<file path="src/rtl/cmos_idx_pkg.sv">
package cmos_idx_pkg;

  typedef enum logic {
    TGT_RTC = 1'b0,
    TGT_RAM = 1'b1
  } tgt_e;

  typedef struct packed {
    logic idx_wr;   // write to index port
    logic bank_wr;  // write to bank port
    logic dat_acc;  // read or write to data port
    logic dat_rd;   // data access is a read (write wins on collision)
  } bus_req_t;

endpackage

</file>
<file path="src/rtl/cmos_rst_sync.sv">
module cmos_rst_sync #(
  parameter int STAGES = 2
) (
  input  logic clk,
  input  logic rst_n,
  output logic rst_q_n
);
  logic [STAGES-1:0] chain;

  always_ff @(posedge clk or negedge rst_n) begin
    if (!rst_n) chain <= '0;
    else        chain <= {chain[STAGES-2:0], 1'b1};
  end

  assign rst_q_n = chain[STAGES-1];
endmodule

</file>
<file path="src/rtl/cmos_port_decode.sv">
module cmos_port_decode
  import cmos_idx_pkg::*;
#(
  parameter int          IO_AW     = 10,
  parameter logic [9:0]  IDX_PORT  = 10'h070,
  parameter logic [9:0]  DAT_PORT  = 10'h071,
  parameter logic [9:0]  BANK_PORT = 10'h072
) (
  input  logic [IO_AW-1:0] io_addr,
  input  logic             io_wr,
  input  logic             io_rd,
  output bus_req_t         req
);
  logic hit_idx, hit_dat, hit_bank;

  always_comb begin
    hit_idx  = (io_addr == IO_AW'(IDX_PORT));
    hit_dat  = (io_addr == IO_AW'(DAT_PORT));
    hit_bank = (io_addr == IO_AW'(BANK_PORT));
    req.idx_wr  = io_wr & hit_idx;
    req.bank_wr = io_wr & hit_bank;
    req.dat_acc = (io_wr | io_rd) & hit_dat;
    req.dat_rd  = io_rd & ~io_wr;
  end
endmodule

</file>
<file path="src/rtl/cmos_index_regs.sv">
module cmos_index_regs
  import cmos_idx_pkg::*;
#(
  parameter int DW      = 8,
  parameter int OFS_W   = 6,
  parameter int BANK_W  = 5,
  parameter int SEL_BIT = 6
) (
  input  logic              clk,
  input  logic              rst_q_n,
  input  bus_req_t          req,
  input  logic [DW-1:0]     wdata,
  output logic [OFS_W-1:0]  ofs_q,
  output logic [BANK_W-1:0] bank_q,
  output tgt_e              sel_q
);
  logic [OFS_W-1:0]  ofs_d;
  logic [BANK_W-1:0] bank_d;
  tgt_e              sel_d;
  logic              idx_en, bank_en;

  always_comb begin
    idx_en  = req.idx_wr;
    bank_en = req.bank_wr;
    ofs_d   = wdata[OFS_W-1:0];
    sel_d   = tgt_e'(wdata[SEL_BIT]);
    bank_d  = wdata[BANK_W-1:0];
  end

  always_ff @(posedge clk or negedge rst_q_n) begin
    if (!rst_q_n) begin
      ofs_q <= '0;
      sel_q <= TGT_RTC;
    end else if (idx_en) begin
      ofs_q <= ofs_d;
      sel_q <= sel_d;
    end
  end

  always_ff @(posedge clk or negedge rst_q_n) begin
    if (!rst_q_n)     bank_q <= '0;
    else if (bank_en) bank_q <= bank_d;
  end

  // The bank latch only moves on a bank-port write.
  assert_bank_hold_R4: assert property (@(posedge clk) disable iff (!rst_q_n)
    !req.bank_wr |=> $stable(bank_q));

  // The offset and select only move on an index-port write.
  assert_index_hold_R2: assert property (@(posedge clk) disable iff (!rst_q_n)
    !req.idx_wr |=> ($stable(ofs_q) && $stable(sel_q)));
endmodule

</file>
<file path="src/rtl/cmos_strobe_gen.sv">
module cmos_strobe_gen
  import cmos_idx_pkg::*;
(
  input  logic     clk,
  input  logic     rst_q_n,
  input  bus_req_t req,
  input  logic     new_sel,
  input  tgt_e     sel_q,
  output logic     rtc_as,
  output logic     rtc_ds,
  output logic     rtc_rw,
  output logic     rtc_cs_n,
  output logic     ram_cs_n
);
  logic as_d, ds_d, rw_d, ram_d;

  always_comb begin
    as_d  = req.idx_wr & (new_sel == TGT_RTC);
    ds_d  = req.dat_acc & (sel_q == TGT_RTC);
    ram_d = req.dat_acc & (sel_q == TGT_RAM);
    rw_d  = ds_d ? req.dat_rd : 1'b1;
  end

  always_ff @(posedge clk or negedge rst_q_n) begin
    if (!rst_q_n) begin
      rtc_as   <= 1'b0;
      rtc_ds   <= 1'b0;
      rtc_rw   <= 1'b1;
      rtc_cs_n <= 1'b1;
      ram_cs_n <= 1'b1;
    end else begin
      rtc_as   <= as_d;
      rtc_ds   <= ds_d;
      rtc_rw   <= rw_d;
      rtc_cs_n <= ~(as_d | ds_d);
      ram_cs_n <= ~ram_d;
    end
  end

  assert_as_selects_rtc_R5: assert property (@(posedge clk) disable iff (!rst_q_n)
    rtc_as |-> !rtc_cs_n);

  assert_ds_selects_rtc_R6: assert property (@(posedge clk) disable iff (!rst_q_n)
    rtc_ds |-> (!rtc_cs_n && ram_cs_n));

  assert_rw_idle_read_R6: assert property (@(posedge clk) disable iff (!rst_q_n)
    !rtc_ds |-> rtc_rw);

  assert_cs_exclusive_R7: assert property (@(posedge clk) disable iff (!rst_q_n)
    !ram_cs_n |-> (rtc_cs_n && !rtc_ds && !rtc_as));

  assert_ram_needs_access_R7: assert property (@(posedge clk) disable iff (!rst_q_n)
    !ram_cs_n |-> $past(req.dat_acc));
endmodule

</file>
<file path="src/rtl/cmos_rtc_index_dec.sv">
module cmos_rtc_index_dec
  import cmos_idx_pkg::*;
#(
  parameter int          IO_AW       = 10,
  parameter int          DW          = 8,
  parameter int          OFS_W       = 6,
  parameter int          BANK_W      = 5,
  parameter int          SEL_BIT     = 6,
  parameter int          SYNC_STAGES = 2,
  parameter logic [9:0]  IDX_PORT    = 10'h070,
  parameter logic [9:0]  DAT_PORT    = 10'h071,
  parameter logic [9:0]  BANK_PORT   = 10'h072,
  localparam int         RAM_AW      = OFS_W + BANK_W
) (
  input  logic              clk,
  input  logic              rst_n,
  input  logic [IO_AW-1:0]  io_addr,
  input  logic              io_wr,
  input  logic              io_rd,
  input  logic [DW-1:0]     io_wdata,
  output logic [RAM_AW-1:0] ram_addr,
  output logic              ram_cs_n,
  output logic [OFS_W-1:0]  rtc_addr,
  output logic              rtc_as,
  output logic              rtc_ds,
  output logic              rtc_rw,
  output logic              rtc_cs_n
);
  logic              rst_q_n;
  bus_req_t          req;
  logic [OFS_W-1:0]  ofs_q;
  logic [BANK_W-1:0] bank_q;
  tgt_e              sel_q;

  cmos_rst_sync #(.STAGES(SYNC_STAGES)) u_rst (
    .clk     (clk),
    .rst_n   (rst_n),
    .rst_q_n (rst_q_n)
  );

  cmos_port_decode #(
    .IO_AW(IO_AW), .IDX_PORT(IDX_PORT), .DAT_PORT(DAT_PORT), .BANK_PORT(BANK_PORT)
  ) u_dec (
    .io_addr (io_addr),
    .io_wr   (io_wr),
    .io_rd   (io_rd),
    .req     (req)
  );

  cmos_index_regs #(
    .DW(DW), .OFS_W(OFS_W), .BANK_W(BANK_W), .SEL_BIT(SEL_BIT)
  ) u_regs (
    .clk     (clk),
    .rst_q_n (rst_q_n),
    .req     (req),
    .wdata   (io_wdata),
    .ofs_q   (ofs_q),
    .bank_q  (bank_q),
    .sel_q   (sel_q)
  );

  cmos_strobe_gen u_strb (
    .clk      (clk),
    .rst_q_n  (rst_q_n),
    .req      (req),
    .new_sel  (io_wdata[SEL_BIT]),
    .sel_q    (sel_q),
    .rtc_as   (rtc_as),
    .rtc_ds   (rtc_ds),
    .rtc_rw   (rtc_rw),
    .rtc_cs_n (rtc_cs_n),
    .ram_cs_n (ram_cs_n)
  );

  assign ram_addr = {bank_q, ofs_q};
  assign rtc_addr = ofs_q;

  // A data-port access reaches some device in the following cycle.
  assert_access_strobes_R6: assert property (@(posedge clk) disable iff (!rst_q_n)
    req.dat_acc |=> (rtc_ds || !ram_cs_n));
endmodule

</file>
<file path="config.mk">
export PLATFORM = sky130hd
export DESIGN_NAME = cmos_rtc_index_dec
export DESIGN_NICKNAME = d
export VERILOG_FILES = /design/src/rtl/cmos_idx_pkg.sv /design/src/rtl/cmos_rst_sync.sv /design/src/rtl/cmos_port_decode.sv /design/src/rtl/cmos_index_regs.sv /design/src/rtl/cmos_strobe_gen.sv /design/src/rtl/cmos_rtc_index_dec.sv
export SDC_FILE = /design/constraint.sdc
export NUM_CORES = 1
export LEC_CHECK = 0
export BUFFER_PORTS_ARGS = -buffer_cell sky130_fd_sc_hd__buf_2
export CORE_MARGIN = 2
export CORE_UTILIZATION = 31
export CTS_BUF_LIST = sky130_fd_sc_hd__clkbuf_16
export DETAILED_ROUTE_END_ITERATION = 12
export GPL_TIMING_DRIVEN = 0
export PLACE_DENSITY = 0.62
export SLEW_MARGIN = 30
export SYNTH_ARGS = -nofsm -noshare
export SYNTH_HDL_FRONTEND = slang
export SYNTH_SLANG_ARGS = --single-unit
export TNS_END_PERCENT = 50
</file>
<file path="constraint.sdc">
create_clock -name clk -period 0.8 [get_ports clk]
set_input_delay 0.04 -clock clk [delete_from_list [all_inputs] [get_ports clk]]
set_output_delay 0.04 -clock clk [all_outputs]
set_load 0.01 [all_outputs]
</file>
Word-level counts from Yosys, hierarchy flattened --
Index checks and enable logic that the tools add are counted.
Storage, ports and cells: output and inout port bits 22, logic and storage cells 27, register bits 19
Cells by class: bitwise logic cells 14, equal/unequal tests 3, multiplexer cells 1
Operators by type and width (count):
- $eq A10 B7 Y1 const B | 3
- $and A1 B1 Y1 | 7
- $not A1 Y1 | 5
- $or A1 B1 Y1 | 2
- $mux W1 | 1

Longest topological paths before layout --
Gate-level depths: netlist of the first run.
depth in word-level cells 5, gate-level depth with buffers 4, gate-level depth less buffers 3

By module --
Synthesis of the first run repeated with hierarchy kept, for this count alone.
Unflattened totals: cell total of the unflattened synthesis 53, area total of the unflattened synthesis 802.0 um2
Modules (own cells, without submodules):
- cmos_index_regs | area each 473.0 um2, sequential area each 300.3 um2, cells each 25, instances 1
- cmos_strobe_gen | area each 170.2 um2, sequential area each 128.9 um2, cells each 10, instances 1
- cmos_port_decode | area each 60.1 um2, sequential area each 0.0 um2, cells each 9, instances 1
- cmos_rst_sync | area each 53.8 um2, sequential area each 50.0 um2, cells each 3, instances 1
- cmos_rtc_index_dec | area each 45.0 um2, sequential area each 0.0 um2, cells each 6, instances 1

Worst setup path before layout of the first run --
OpenSTA, ideal clock, no wires.
kind input port to flip-flop, start point in io_addr[9], end point reg u_regs.bank_q[0], buffers on the path 1, cell stages on the path 4, slack -868 ps, data required time 675 ps, arrival 1542 ps, path through or4_4 -> or4_4 -> buf_6 -> mux2_4
On the way: cells in the longest elaborated chain, start to end 2
Ends and longest elaborated chain:
- start: declaration | line cmos_rtc_index_dec.sv:17 | input logic [IO_AW-1:0] io_addr,
- $eq A10 B7 Y1 | line cmos_port_decode.sv:19 | hit_bank = (io_addr == IO_AW'(BANK_PORT));
- $and A1 B1 Y1 | line cmos_port_decode.sv:21 | req.bank_wr = io_wr & hit_bank;
- end signal: assignment | line cmos_index_regs.sv:42 | else if (bank_en) bank_q <= bank_d;
- end: declaration | line cmos_index_regs.sv:14 | output logic [BANK_W-1:0] bank_q,
No other way between the ends. A chain may end at the register's enable or synchronous reset.

Final worst setup path of the first run --
start point in io_addr[2], end point reg u_regs.bank_q[1]
The elaborated chain is that of the path after synthesis.

==> results list, run 1 <==
- Status: finished with violations
* Violated checks: negative setup slack
* Clock edge transition at the registers on the reported setup and hold paths: 0.05 ns
- After detailed routing, the average wire length per cell comes to 12.4 um.
- The number of pins exceeding their max-slew limit in the final report was 0.
* Number of storage elements in the synthesis netlist: 19
- The setup path with the least slack is of type in2reg.
- The count of buffers added on input and output ports is 42.
- In this run the worst hold path is classified as in2reg.
- Yosys printed 0 warnings.
- Post-place setup slack: -1.10 ns
- Leaving out filler cells and counting taps, the final layout contains 144.
- Wires add up to 1780 um.
- Critical path's largest stage delay: 0.60 ns
- The clock network is responsible for 46.2% of the overall power.
- CP bufs+invs: 1
- Comb power frac: 7.8%
- Total half-perimeter wirelength after legalization and detailed placement: 1220 um
- Ratio of routed vias to standard cells: 4.45
- Number of antenna cells inserted: 0
* Commonest cells post-synth: dfrtp_1 (16), mux2_4 (12), buf_4 (6)
- Slack of the critical path: -0.660 ns
* Critical path launch point type: input pin
* Data arrival time at the worst-slack endpoint: 1.59 ns
- Clk sinks: 19
- At the end of routability-driven placement, the weighted congestion stood at 0.635.
- Number of nets in the layout: 137
- Final setup skew: 0.00468 ns
* Global-route total usage across every layer: 11.7%
- Once the floorplan was initialized, standard cells occupied 33.5% of the core.
* Clock latency at the later pin of the worst-skew pair: 0.25 ns
* Required time worst endpoint: 0.93 ns
* Vias in the first global route: 641
- The synthesized design spends more area on one cell type than any other, namely dfrtp_1.
- Crit path launch: io_addr[2]
- Maximum number of buffers from clock root to sink: 2
* Worst Hold Launch: io_wdata[5]
* Smallest hold slack: 0.0242 ns
- The routed layout has 641 vias.
* Net switching fraction of the power: 19.4%
- TritonCTS built the clock tree.
- Cells with a size suffix above 1 make up 77.2% of the layout.
* Peak supply drop: 1.01 mV
- Synthesized instance count: 55
- The first global-routing pass estimated 2800 um of wire.
* Most used standard cell by instance count after synthesis: dfrtp_1
* Crit-path max FO: 5
- The tree is rooted in a clkbuf_16.
- The floorplan step set the die height to 56.2 um.
- Number of nets with antenna violations after routing: 0
- Count of pins on the block boundary: 44
* Number of synthesized flops with an enable pin: 0
* Leading register cell type out of synthesis: dfrtp_1
- List of cells traversed by the critical path: buf_6 -> or4_4 -> or4_4 -> mux2_4
- Average footprint of a synthesized cell: 15.4 um^2
- Internal portion of total power: 1.75 mW
* Leakage power figure: 0.755 nW
- Yosys mapped the design onto 18 distinct sky130hd cell types.
* Crit-path leading delay family: simple AND/OR/NAND/NOR gates
* Synth area leaders: dfrtp_1 (47%), mux2_4 (21%), dfstp_2 (9.3%)
* Number of H-tree branching levels: 1
- The number of nets handed over by synthesis was 77.
* Share of synthesized flip-flops with an asynchronous set or reset: 100%
- Fmax: 0.685 GHz
- Row generation in the floorplan step produced 18 rows.
* Cell occurring most often along the worst timing path: or4_4
- Library cell contributing the largest single delay on the critical path: or4_4
- Total setup violations reported at the end of the flow: 36
- Antenna violations before repair: 0
* Overflow left after global routing: 0
- The worst setup path is captured at a flop.
* Placed cell count: 127
- Of the available clock period, the critical path in the final layout requires 182%.
- Area of the core: 2520 um^2
- The first TritonRoute pass finished after 2 iterations.
- Remaining routing DRC violations: 0
- Sequential cells account for 46.0% of the total power.
* Area share of the largest cell type after synthesis: 47.3%
* RSZ-0062 raised after global routing: yes
- Hold Fails Final Rpt: 0
- Entering global routing, the biggest net connects 18 pins.
* Net switching power of the design: 423 uW
- Horizontal die dimension: 56.2 um
* Iter 0 DRT Violations: 4
- Across the run, the number of max-cap violations was 0.
* Area delta synth->final: 68.0%
- Number of CTS-inserted buffers: 3
- For this run, the register share of the synthesized area comes to 56.7%.
* Floorplan die area: 3160 um^2
- Shortest clock period the worst path allows after layout: 1.46 ns
- Netlist area before placement: 846 um^2
- The layout has 234 filler cells.
* PD cells: 1530 nW/um^2
- The worst register-to-register path begins at u_regs.ofs_q[4].
-- logic make-up after synthesis --
| logic type | after synthesis | synth area share, % |
|---|---|---|
| flip-flops | 19 | 56.7 |
| AND/OR/NAND/NOR | 14 | 13.9 |
| multiplexers | 12 | 21.3 |
| buffers and inverters | 8 | 7.10 |
| AO/OA/AOI/OAI | 1 | 0.591 |
| other | 1 | 0.443 |
-- per-layer routing --
layer	wire length (um)	GRT usage, %
met5	0	0
met4	14	6.12
met3	147	3.26
met2	910	19.5
met1	709	13.6
-- state kept, by name, summed over array words and instances (netlist names) --
signal and count:
u_regs.ofs_q 6, u_regs.bank_q 5, u_rst.chain 2, u_regs.sel_q 1, u_strb.ram_cs_n 1, u_strb.rtc_as 1
u_strb.rtc_cs_n 1, u_strb.rtc_ds 1, u_strb.rtc_rw 1
-- power by group through the flow --
stage | logic [mW] | registers [mW] | clock network [mW]
floorplan | 0.0416 | 1.02 | 0
global placement | 0.117 | 1.02 | 0
detailed placement | 0.119 | 1.02 | 0
CTS | 0.147 | 1.00 | 1.03
global route | 0.182 | 1.01 | 1.06
finish | 0.170 | 1.00 | 1.01
-- worst paths after layout --
kind / slack (ns) / depth (start not counted) / to
setup / recovery: -0.66 / 4 / u_regs.bank_q[1]
hold / removal: 0.02 / 2 / u_regs.ofs_q[5]
setup reg to reg: -0.11 / 2 / u_regs.ofs_q[4]
hold reg to reg: 0.18 / 0 / u_regs.bank_q[0]
max in group asynchronous: 0.31 / 0 / u_strb.rtc_cs_n
min in group asynchronous: 0.11 / 2 / u_rst.chain[1]
-- timing repair --
action / in CTS / in global routing
endpoints found under the hold margin: 3 / 0
buffers inserted: 6 / 6
hold buffers: 2 / 0
pin swaps: 5 / 4
resized for setup: 15 / 15
setup endpoints to repair: 36 / 51
-- placed cells by master, fill, tap and decap left out, types with 2 or more instances in the layout --
cell type,n
buf_2,30
buf_4,9
buf_6,21
clkbuf_16,3
dfrtp_1,15
dfstp_2,3
dlygate4sd3_1,2
mux2_4,12
nand3b_1,2
or4_4,2
-- cell type report --
cell class	count	area (um^2)	area share (%)
inverters	1	3.75	0.264
clock buffers	3	75.1	5.28
well taps	30	37.5	2.64
clock inverters	1	5.00	0.352
plain buffers	6	67.6	4.75
repair buffers	56	407	28.6
multi-input cells	28	345	24.3
flip-flops and latches	19	480	33.8
-- metrics by stage --
| stage | util (%) | total power, mW | setup TNS, ns | cell area (um^2) |
|---|---|---|---|---|
| 2_1_floorplan | - | 1.06 | -11.46 | 846 |
| 5_1_grt | 56.3 | 2.25 | -10.69 | 1420 |
| 4_1_cts | 51.8 | 2.18 | -10.04 | 1310 |
| 3_3_place_gp | 43.4 | 1.13 | -14.99 | 1090 |
| 3_5_place_dp | 43.4 | 1.14 | -15.18 | 1090 |
| 6_report | 56.3 | 2.18 | -9.58 | 1420 |
(Power assumes the default switching activity.)
==> run 2, diff against run 1 <==
Settings changed: CELL_PAD_IN_SITES_DETAIL_PLACEMENT set to 0, CELL_PAD_IN_SITES_GLOBAL_PLACEMENT set to 1, PLACE_DENSITY 0.62 to 0.73, REMOVE_ABC_BUFFERS set to 1.
Clock period 0.8 ns to 1.37 ns, I/O delays scaled along.
==> results list, run 2 (synthesized netlist as in run 1, its figures left out) <==
- Relative to the synthesized area, the layout overhead comes to 38.2%.
- The floorplan has 18 rows.
* Most common cell after layout, fill and taps aside: buf_2
* Required time worst endpoint: 1.50 ns
- IR analysis of the VDD net gives a maximum drop of 0.605 mV.
- Clock tree synthesis found a total of 19 sinks.
- Vias in the first global route: 562
* Total setup violations reported at the end of the flow: 11
- Slew HR: 56.3%
* Registers with the highest flip-flop counts: u_regs.ofs_q (6), u_regs.bank_q (5), u_rst.chain (2)
* Number of H-tree branching levels: 1
* RSZ-0062 raised after global routing: yes
- Measured along the y axis, the die boundary spans 56.2 um.
- After the last flow step, the layout net total stands at 121.
* Count of input and output buffers: 42
- Leaving out fill and tap cells, the most frequent cells in the layout are buf_2 (40), dfrtp_1 (16), mux2_4 (12).
- The final critical path takes up 108% of the cycle.
- Timing would allow up to 0.676 GHz.
- Overall via count from detail_route: 565
- The first global-routing pass estimated 2460 um of wire.
* End-of-flow core utilization: 46.3%
- Across the run, the number of max-cap violations was 0.
* Smallest hold slack: 0.0168 ns
- Type of element capturing the critical path: flop
- Total wire length: 1450 um
* Layout Cell Area excl Fill: 1170 um^2
- In this run the static leakage power is 0.633 nW.
* Worst min-delay path category: in2reg
- After detailed routing, the number of remaining DRC violations is 0.
- The core region is 2520 um^2.
- PD cells: 1050 nW/um^2
- Shortest clock period the worst path allows after layout: 1.48 ns
- Clock latency on the worst-skew pair, taken at its later pin, is 0.24 ns.
* Number of nets with antenna violations after routing: 0
- Antenna violations before repair: 0
- Count of fill cells added during filler insertion: 248
* Fraction of layout instances using a drive strength above 1: 69.4%
* Count of TritonRoute iterations in the first routing pass: 2
- For the pin with the worst max-slew slack, the measured transition is 0.656 ns.
- Aggregate negative setup slack: -0.590 ns
- CTS tree: yes
- Power comes to 1.23 mW.
* Number of antenna cells inserted: 0
* Total half-perimeter wirelength after legalization and detailed placement: 1120 um
* Critical path launch point type: input pin
- In the final layout, flip-flops and latches occupy 479 um^2.
- The tree is rooted in a clkbuf_16.
- Overflow left after global routing: 0
- The register with the most flip-flops in the final layout is u_regs.ofs_q.
* Clock edge transition at the registers on the reported setup and hold paths: 0.05 ns
- Final max-slew violation count: 0
* Status: finished with violations
- The first routing iteration left 3 violations.
- The checks that failed: negative setup slack.
- Hold Fails Final Rpt: 0
- Number of CTS-inserted buffers: 3
- The floorplan step defined a die boundary enclosing 3160 um^2.
- Startpoint-to-endpoint class of the critical path: in2reg
* Final setup skew: 0.00141 ns
- Data arrival time at the worst-slack endpoint: 1.61 ns
- Crit-path max FO: 5
- OpenSTA, run right after detailed placement, puts the worst setup slack at -0.552 ns.
- Global-route total usage across every layer: 10.3%
- Entering global routing, the biggest net connects 18 pins.
- The register with the most flip-flops in the layout has 6 of them.
* Non-filler instance count after layout: 128
- Routed length per placed instance: 11.3 um
* Slack of the critical path: -0.110 ns
* Placed Instance Area: 1040 um^2
- Starting density of the core: 33.5%
- Maximum number of buffers from clock root to sink: 2
- Once placement completed, the tool counted placed cells totaling 120.
- The congestion estimate from routability-driven global placement came to 0.649.
- Count of pins on the block boundary: 44
* Horizontal die dimension: 56.2 um
- In the routed layout, each cell is associated on average with a via count of 4.41.
- Combined area of the multi-input logic cells: 313 um^2
run 2: worst max-delay path, stage by stage:
cell and delay, ns:
buf_6 0.09, or4_4 0.53, or4_4 0.60, mux2_4 0.32
run 2: timing repair:
item | CTS | global route
gates resized for setup | 2 | 1
hold endpoints to repair | 2 | 0
gates cloned | 0 | 0
hold buffers | 1 | 0
buffers inserted | 3 | 0
setup endpoints to repair | 12 | 12
pin swaps | 3 | 3
run 2: final timing paths:
| path | slack [ns] | start | endpoint | cells after the start |
|---|---|---|---|---|
| max | -0.11 | io_addr[9] | u_regs.bank_q[0] | 4 |
| min | 0.02 | io_wr | u_strb.rtc_rw | 2 |
| max reg2reg | 0.43 | u_regs.sel_q | u_strb.rtc_cs_n | 2 |
| min reg2reg | 0.27 | u_rst.chain[1] | u_regs.bank_q[4] | 0 |
| max in group asynchronous | 0.68 | u_rst.chain[1] | u_strb.rtc_ds | 0 |
| min in group asynchronous | 0.13 | rst_n | u_rst.chain[1] | 2 |
run 2: report_power, final:
group / switching, mW / leakage (nW) / internal [mW]
clock network: 0.184 / 0.0409 / 0.390
logic: 0.0284 / 0.342 / 0.0439
registers: 0.0129 / 0.250 / 0.571
run 2: area by class of cell:
| cell class | count | share of cell area, % |
|---|---|---|
| clock inverter | 1 | 0.428 |
| timing repair buffer | 46 | 21.8 |
| inverter | 1 | 0.321 |
| clock buffer | 3 | 6.42 |
| sequential | 19 | 41.0 |
| tap | 30 | 3.21 |
| multi-input combinational | 28 | 26.8 |
run 2: per-layer routing:
layer  track usage [%]  wire length (um)
met5                 0                 0
met4              5.10                10
met3              3.72               151
met2              16.5               668
met1              12.0               616
